--- config.mk ---
export PLATFORM = sky130hd
export DESIGN_NAME = tmr_group
export DESIGN_NICKNAME = d
export VERILOG_FILES = /design/src/rtl/tmr_pkg.sv /design/src/rtl/tmr_prescaler.sv /design/src/rtl/tmr_channel.sv /design/src/rtl/tmr_group.sv
export SDC_FILE = /design/constraint.sdc
export NUM_CORES = 1
export LEC_CHECK = 0
export BUFFER_PORTS_ARGS = -buffer_cell sky130_fd_sc_hd__clkbuf_2
export CORE_MARGIN = 2
export CORE_UTILIZATION = 36
export CTS_BUF_LIST = sky130_fd_sc_hd__clkbuf_4 sky130_fd_sc_hd__clkbuf_8
export DETAILED_ROUTE_END_ITERATION = 8
export PLACE_DENSITY_LB_ADDON = 0.15
export SYNTH_ARGS = -nofsm -noshare
export SYNTH_HDL_FRONTEND = slang
export SYNTH_HIERARCHICAL = 1
export SYNTH_SLANG_ARGS = --single-unit
--- constraint.sdc ---
create_clock -name clk -period 3.1 [get_ports clk]
set_input_delay 0.31 -clock clk [delete_from_list [all_inputs] [get_ports clk]]
set_output_delay 0.31 -clock clk [all_outputs]
set_load 0.01 [all_outputs]
--- src/rtl/tmr_pkg.sv ---
package tmr_pkg;
  localparam int unsigned DATA_W = 32;
  localparam int unsigned CNT_W  = DATA_W - 1;

  // number of clocks between shared ticks for a given divisor select
  function automatic int unsigned tick_period(input int unsigned base_log2,
                                              input int unsigned sel);
    return 32'd1 << (base_log2 + sel);
  endfunction

  // a step taken at this count ends the period
  function automatic logic at_terminal(input logic [CNT_W-1:0] cnt);
    return cnt <= CNT_W'(1);
  endfunction

  function automatic logic [CNT_W-1:0] count_dec(input logic [CNT_W-1:0] cnt);
    return cnt - CNT_W'(1);
  endfunction
endpackage

--- src/rtl/tmr_prescaler.sv ---
module tmr_prescaler #(
  parameter int unsigned BASE_LOG2 = 3,
  parameter int unsigned SEL_W     = 2
) (
  input  logic             clk,
  input  logic             rst_n,
  input  logic [SEL_W-1:0] sel,
  output logic             tick
);
  localparam int unsigned PW = BASE_LOG2 + (1 << SEL_W) - 1;

  logic [PW-1:0] cnt_q;
  logic [PW-1:0] lim;

  always_comb begin
    lim  = PW'(tmr_pkg::tick_period(BASE_LOG2, 32'(sel)) - 1);
    // >= so that shrinking the divisor mid-count never stalls the tick
    tick = (cnt_q >= lim);
  end

  always_ff @(posedge clk or negedge rst_n) begin
    if (!rst_n) cnt_q <= '0;
    else if (tick) cnt_q <= '0;
    else cnt_q <= cnt_q + PW'(1);
  end
endmodule

--- src/rtl/tmr_channel.sv ---
module tmr_channel
  import tmr_pkg::*;
(
  input  logic              clk,
  input  logic              rst_n,
  input  logic              step,
  input  logic              expire,
  input  logic              irq_mask,
  input  logic              wr_cnt,
  input  logic              wr_base,
  input  logic              wr_vec,
  input  logic              wr_dst,
  input  logic [DATA_W-1:0] wdata,
  output logic [DATA_W-1:0] cnt_reg,
  output logic [DATA_W-1:0] base_reg,
  output logic [DATA_W-1:0] vec_reg,
  output logic [DATA_W-1:0] dst_reg,
  output logic              hold,
  output logic              irq
);
  logic [CNT_W-1:0]  cnt_q;
  logic              tog_q;
  logic [DATA_W-1:0] base_q;
  logic [DATA_W-1:0] vec_q;
  logic [DATA_W-1:0] dst_q;
  logic              irq_q;
  logic              preset;

  assign preset   = wr_base & (base_q[DATA_W-1] | wdata[DATA_W-1]);
  assign cnt_reg  = {tog_q, cnt_q};
  assign base_reg = base_q;
  assign vec_reg  = vec_q;
  assign dst_reg  = dst_q;
  assign hold     = base_q[DATA_W-1];
  assign irq      = irq_q;

  always_ff @(posedge clk or negedge rst_n) begin
    if (!rst_n) begin
      cnt_q  <= '0;
      tog_q  <= 1'b0;
      base_q <= {1'b1, {CNT_W{1'b0}}};
      vec_q  <= '0;
      dst_q  <= '0;
      irq_q  <= 1'b0;
    end else begin
      irq_q <= expire & ~irq_mask;
      if (wr_cnt) begin
        tog_q <= wdata[DATA_W-1];
        cnt_q <= wdata[CNT_W-1:0];
      end else begin
        if (expire) begin
          cnt_q <= base_q[CNT_W-1:0];
          tog_q <= ~tog_q;
        end else if (step) begin
          cnt_q <= count_dec(cnt_q);
        end
        if (preset) cnt_q <= wdata[CNT_W-1:0];
      end
      if (wr_base) base_q <= wdata;
      if (wr_vec)  vec_q  <= wdata;
      if (wr_dst)  dst_q  <= wdata;
    end
  end
endmodule

--- src/rtl/tmr_group.sv ---
module tmr_group
  import tmr_pkg::*;
#(
  parameter int unsigned N_TMR     = 4,
  parameter int unsigned ADDR_W    = 9,
  parameter int unsigned PRE_LOG2  = 3,
  parameter int unsigned SEL_W     = 2
) (
  input  logic              clk,
  input  logic              rst_n,
  input  logic              bus_wr,
  input  logic [ADDR_W-1:0] bus_addr,
  input  logic [DATA_W-1:0] bus_wdata,
  output logic [DATA_W-1:0] bus_rdata,
  output logic [N_TMR-1:0]  tmr_irq
);
  localparam int unsigned LINK_W   = N_TMR - 1;
  localparam int unsigned TSEL_W   = $clog2(N_TMR);
  localparam int unsigned SLOT_LOG = 4;
  localparam int unsigned WIN_LSB  = SLOT_LOG + 2;
  localparam int unsigned DSEL_LSB = 8;
  localparam int unsigned ROLL_LSB = 24;
  localparam logic [ADDR_W-1:0] CTL_ADDR = ADDR_W'(N_TMR << WIN_LSB);

  // group control state
  logic [LINK_W-1:0] link_q;
  logic [LINK_W-1:0] roll_q;
  logic [SEL_W-1:0]  dsel_q;

  // decode
  logic              ctl_hit;
  logic              win_hit;
  logic [TSEL_W-1:0] tsel;
  logic [1:0]        rsel;

  assign ctl_hit = (bus_addr == CTL_ADDR);
  assign win_hit = ((bus_addr >> (WIN_LSB + TSEL_W)) == '0) &&
                   (bus_addr[SLOT_LOG-1:0] == '0);
  assign tsel    = bus_addr[WIN_LSB +: TSEL_W];
  assign rsel    = bus_addr[WIN_LSB-1:SLOT_LOG];

  // per-timer internal events
  logic                         tick;
  logic [N_TMR-1:0]             run;
  logic [N_TMR-1:0]             step;
  logic [N_TMR-1:0]             expire;
  logic [N_TMR-1:0]             hold;
  logic [N_TMR-1:0]             link_in;
  logic [N_TMR-1:0]             link_out;
  logic [N_TMR-1:0]             wr_cnt;
  logic [N_TMR-1:0]             wr_base;
  logic [N_TMR-1:0]             wr_vec;
  logic [N_TMR-1:0]             wr_dst;
  logic [N_TMR-1:0][CNT_W-1:0]  cnt_w;
  logic [DATA_W-1:0]            cnt_reg  [N_TMR];
  logic [DATA_W-1:0]            base_reg [N_TMR];
  logic [DATA_W-1:0]            vec_reg  [N_TMR];
  logic [DATA_W-1:0]            dst_reg  [N_TMR];

  assign link_in  = {link_q, 1'b0};   // timer i is the upper half of a pair
  assign link_out = {1'b0, link_q};   // timer i is the lower half of a pair

  tmr_prescaler #(.BASE_LOG2(PRE_LOG2), .SEL_W(SEL_W)) u_pre (
    .clk  (clk),
    .rst_n(rst_n),
    .sel  (dsel_q),
    .tick (tick)
  );

  // run enable comes down from the top of each linked chain
  always_comb begin
    run = '0;
    run[N_TMR-1] = ~hold[N_TMR-1];
    for (int i = N_TMR - 2; i >= 0; i--) begin
      run[i] = link_q[i] ? run[i+1] : ~hold[i];
    end
  end

  // advance and expiry ripple upward through the links
  always_comb begin
    logic carry;
    carry  = 1'b0;
    step   = '0;
    expire = '0;
    for (int i = 0; i < N_TMR; i++) begin
      step[i]   = run[i] & (link_in[i] ? carry : tick);
      expire[i] = step[i] & at_terminal(cnt_w[i]);
      carry     = expire[i];
    end
  end

  for (genvar g = 0; g < N_TMR; g++) begin : g_tmr
    assign wr_cnt[g]  = bus_wr & win_hit & (tsel == TSEL_W'(g)) & (rsel == 2'd0);
    assign wr_base[g] = bus_wr & win_hit & (tsel == TSEL_W'(g)) & (rsel == 2'd1);
    assign wr_vec[g]  = bus_wr & win_hit & (tsel == TSEL_W'(g)) & (rsel == 2'd2);
    assign wr_dst[g]  = bus_wr & win_hit & (tsel == TSEL_W'(g)) & (rsel == 2'd3);
    assign cnt_w[g]   = cnt_reg[g][CNT_W-1:0];

    tmr_channel u_ch (
      .clk     (clk),
      .rst_n   (rst_n),
      .step    (step[g]),
      .expire  (expire[g]),
      .irq_mask(link_out[g]),
      .wr_cnt  (wr_cnt[g]),
      .wr_base (wr_base[g]),
      .wr_vec  (wr_vec[g]),
      .wr_dst  (wr_dst[g]),
      .wdata   (bus_wdata),
      .cnt_reg (cnt_reg[g]),
      .base_reg(base_reg[g]),
      .vec_reg (vec_reg[g]),
      .dst_reg (dst_reg[g]),
      .hold    (hold[g]),
      .irq     (tmr_irq[g])
    );
  end

  always_ff @(posedge clk or negedge rst_n) begin
    if (!rst_n) begin
      link_q <= '0;
      roll_q <= '0;
      dsel_q <= '0;
    end else if (bus_wr && ctl_hit) begin
      link_q <= bus_wdata[LINK_W-1:0];
      dsel_q <= bus_wdata[DSEL_LSB +: SEL_W];
      roll_q <= bus_wdata[ROLL_LSB +: LINK_W];
    end
  end

  always_comb begin
    bus_rdata = '0;
    if (ctl_hit) begin
      bus_rdata[LINK_W-1:0]          = link_q;
      bus_rdata[DSEL_LSB +: SEL_W]   = dsel_q;
      bus_rdata[ROLL_LSB +: LINK_W]  = roll_q;
    end else if (win_hit) begin
      unique case (rsel)
        2'd0:    bus_rdata = cnt_reg[tsel];
        2'd1:    bus_rdata = base_reg[tsel];
        2'd2:    bus_rdata = vec_reg[tsel];
        default: bus_rdata = dst_reg[tsel];
      endcase
    end
  end
endmodule

==> flow_metrics.env <==
export IMPL_path_delay_family="simple AND/OR/NAND/NOR gates"
export IMPL_cts_sinks=530
export IMPL_ys_warn_count=6
export IMPL_violations="negative setup slack"
export IMPL_gr_total_overflow=0
export IMPL_path_cells="nor2_2 -> ha_1 -> nand2_1 -> nor2_2 -> a21o_4 -> o21ai_4 -> nor4_4 -> buf_4 -> buf_6 -> o21a_4 -> and2_4 -> clkinvlp_4 -> buf_6 -> and3_1 -> a21oi_1 -> o221ai_1"
export IMPL_die_y_um=289
export IMPL_critPathRequiredTime_ns=3.66
export IMPL_max_clock_freq_mhz=317
export IMPL_p_leak_nw=16.1
export IMPL_grt_start_max_net_pins=108
export IMPL_max_stage_delay_ns=0.40
export IMPL_p_int_mw=16.0
export IMPL_yosys_area_share_adder=0.00514
export IMPL_pwr_share_clk=0.308
export IMPL_dp_worst_setup_slack_ns=-0.386
export IMPL_powerDensity_mw_per_mm2=687
export IMPL_p_sw_frac=0.352
export IMPL_power_frac_comb=0.347
export IMPL_layout_nets=2794
export IMPL_avgRoutedWirePerCell_um=28.0
export IMPL_hold_path_class="primary input to flop"
export IMPL_clk_pin_slew_ns=0.06
export IMPL_synth_compound_gate_area_share=0.0779
export IMPL_synthesis_area_mm2=0.0292
export IMPL_fillers=7498
export IMPL_cp_end_kind="flop"
export IMPL_syn_area_per_cell_um2=12.2
export IMPL_seqPwrFrac=0.345
export IMPL_relSlewSlack=0.0871
export IMPL_worstRegToRegCells=16
export IMPL_cts_tree="done"
export IMPL_p_sw_mw=8.72
export IMPL_rows=104
export IMPL_die_w_um=289
export IMPL_slew_violations=0
export IMPL_fin_setup_tns_ns=-0.632
export IMPL_io_buffers=79
export IMPL_max_cap_violations=0
export IMPL_power_total_mw=24.7
export IMPL_cts_path_max_buffers=3
export IMPL_htree_levels=3
export IMPL_muxShareOfSynthArea=0.280
export IMPL_async_reset_ff_frac=1.00
export IMPL_first_iter_violations=2417
export IMPL_outcome="complete, but fails checks"
export IMPL_num_vias=22900
export IMPL_worst_slew_pin_slew_ns=1.36
export IMPL_clk_latency_ns=0.73
export IMPL_worstSetupPathType="flop to flop"
export IMPL_drtAntennaViolNets=0
export IMPL_cts_buffers=99
export IMPL_vdd_drop_max_mv=0.332
export IMPL_synth_ff_type="dfrtp_1"
export IMPL_first_pass_iters=6
export IMPL_grt_first_pass_wirelength_mm=159
export IMPL_critPathCapture="g_tmr[1].u_ch/cnt_q[25]"
export IMPL_finalHoldViolCount=0
export IMPL_crit_buf_inv=4
export IMPL_reg2reg_to="g_tmr[1].u_ch/cnt_q[25]"
export IMPL_num_io_pins=80
export IMPL_synth_simple_area_share=0.122
export IMPL_hpwl_mm=78.2
export IMPL_fin_crit_sh=1.02
export IMPL_synth_edf_count=0
export IMPL_ys_seq_area_frac=0.455
export IMPL_cp_startpoint="dsel_q[1]"
export IMPL_grt_pass1_vias=23100
export IMPL_synthCells=2400
export IMPL_start_util=0.363
export IMPL_synth_seq_cells=530
export IMPL_critical_path_arrival_ns=3.72
export IMPL_drcViolationCount=0
export IMPL_rsz0062_at_grt="true"
export IMPL_synth_top_family_by_area="multiplexers"
export IMPL_skew_ns=0.0442
export IMPL_reg2reg_from="dsel_q[1]"
export IMPL_whs_ns=0.0923
export IMPL_root_buffer="clkbuf_8"
export IMPL_setup_viol_count_final=27
export IMPL_synthDistinctLibCells=70
export IMPL_coreArea_mm2=0.0804
export IMPL_layout_min_cycle_time_ns=3.16
export IMPL_routed_via_density=5.90
export IMPL_track_usage=0.260
export IMPL_cp_max_fo=9
export IMPL_synth_xor_area_share=0.0273
export IMPL_path_depth=16
export IMPL_place_gp_congestion=0.988
export IMPL_routed_wl_mm=109
export IMPL_r2r_slack_ns=-0.06
export IMPL_drive_gt1_frac=0.468
export IMPL_slowest_stage="dfrtp_1"
export IMPL_fin_ws_ns=-0.0578
export IMPL_critPathLaunchType="flop"
export IMPL_area_growth_pct=23.4
export IMPL_antenna_found_initial=8
export IMPL_die_area_mm2=0.0834
==> layout make-up <==
cell class | instances | area [um^2] | area share
well taps | 1060 | 1330 | 0.0368
diodes | 3 | 7.51 | 0.000208
multi-input cells | 1665 | 15700 | 0.435
clock inverters | 16 | 190 | 0.00528
inverters | 30 | 130 | 0.00361
clock buffers | 162 | 2040 | 0.0565
flip-flops and latches | 530 | 13300 | 0.368
repair buffers | 412 | 3400 | 0.0943
==> how the worst min path moves through the flow <==
| stage | from | to | slack [ns] | depth (start not counted) |
|---|---|---|---|---|
| floorplan | rst_n | dsel_q[0] | 0.01 | 0 |
| global placement | rst_n | g_tmr[0].u_ch/base_reg[22] | 0.31 | 1 |
| detailed placement | rst_n | g_tmr[0].u_ch/base_reg[17] | 0.30 | 1 |
| CTS | bus_wdata[0] | g_tmr[0].u_ch/cnt_q[0] | 0.06 | 3 |
| global route | bus_wdata[0] | g_tmr[0].u_ch/cnt_q[0] | 0.14 | 3 |
| finish | bus_wdata[0] | g_tmr[0].u_ch/cnt_q[0] | 0.09 | 3 |
==> layer usage <==
metal	wire (um)	global-route usage	part of all wire
met5	8	0	0.000074
met4	3220	0.0760	0.030
met2	48100	0.386	0.44
met1	49400	0.388	0.45
met3	8020	0.0483	0.074
==> power by group through the flow <==
stage	Clock (mW)	Combinational, mW	Sequential (mW)
after detailed placement	0	7.57	8.58
after global placement	0	7.50	8.57
after floorplan	0	3.80	8.58
final	7.61	8.59	8.54
after CTS	7.78	7.68	8.47
after global routing	8.10	9.10	8.60
==> what timing repair did <==
action / in CTS / in global routing
resized for setup: 22 / 187
hold buffers: 2 / 0
cloned: 0 / 2
setup endpoints to repair: 79 / 92
buffers inserted: 2 / 38
pin swaps: 2 / 58
endpoints found under the hold margin: 105 / 0
==> worst register-to-register path: cells and delay by family (launching register included) <==
kind                       cells  cell delay (ns)
AOI/OAI and AO/OA              5             0.63
adders and majority gates      1             0.29
buffers and inverters          4             0.73
DFF                            1             0.40
and+or+nand+nor                6             0.94
==> cell usage in the layout, fill, tap and decap left out, drive strengths merged, types with 12 or more instances in the layout <==
master  netlist  layout
dfrtp       526     526
mux2        396     396
buf          80     334
clkbuf       97     238
mux4        152     152
nand2       148     148
nor2        126     126
o21ai       109     109
a21oi        87      87
nor4         77      77
xnor2        69      69
nor3         49      49
or3          37      37
nand3        32      32
and3         32      32
inv          30      32
mux2i        29      29
and2         26      26
o221ai       25      25
nand4        24      24
xor2         22      22
nand2b       20      20
a221oi       17      17
nand4b       14      14
o22ai        13      13
or4          13      13
o31ai        12      12
ha           12      12
==> cell usage after synthesis (all sizes together), types with 9 or more instances <==
cell	n	area, um^2
nor3	49	290
a211oi	9	67.6
nand2b	20	125
dfrtp	526	13200
nand2	148	568
mux2i	29	290
o21ai	109	546
o22ai	13	81.3
nor4	77	633
and2	26	163
mux2	396	4460
xnor2	69	604
or4	13	118
and3	32	200
xor2	22	193
or3	37	231
a31oi	9	56.3
nand4b	14	183
o221ai	25	219
nand3	32	160
buf	80	472
nor2	126	473
a221oi	17	155
nand4	24	175
inv	30	113
o31ai	12	90.1
a21oi	87	435
mux4	152	3420
clkbuf	97	364
ha	12	150
==> cell families (layout without fill, tap and decap cells) <==
group,Yosys count,in the layout
simple gates,628,628
mux,577,577
flops,530,530
compound gates,353,353
buf+inv,207,620
xor+xnor,91,91
fa+ha+maj,12,12
other cells,2,7
==> per-stage QoR <==
step,cell area (um^2),util,cells
after floorplan,29200,-,2402
after global placement,32700,0.407,3654
after detailed placement,32700,0.407,3654
after CTS,35000,0.436,3836
after global routing,36000,0.448,3877
final,36000,0.448,3878
Power figures use the tool's default switching activity.
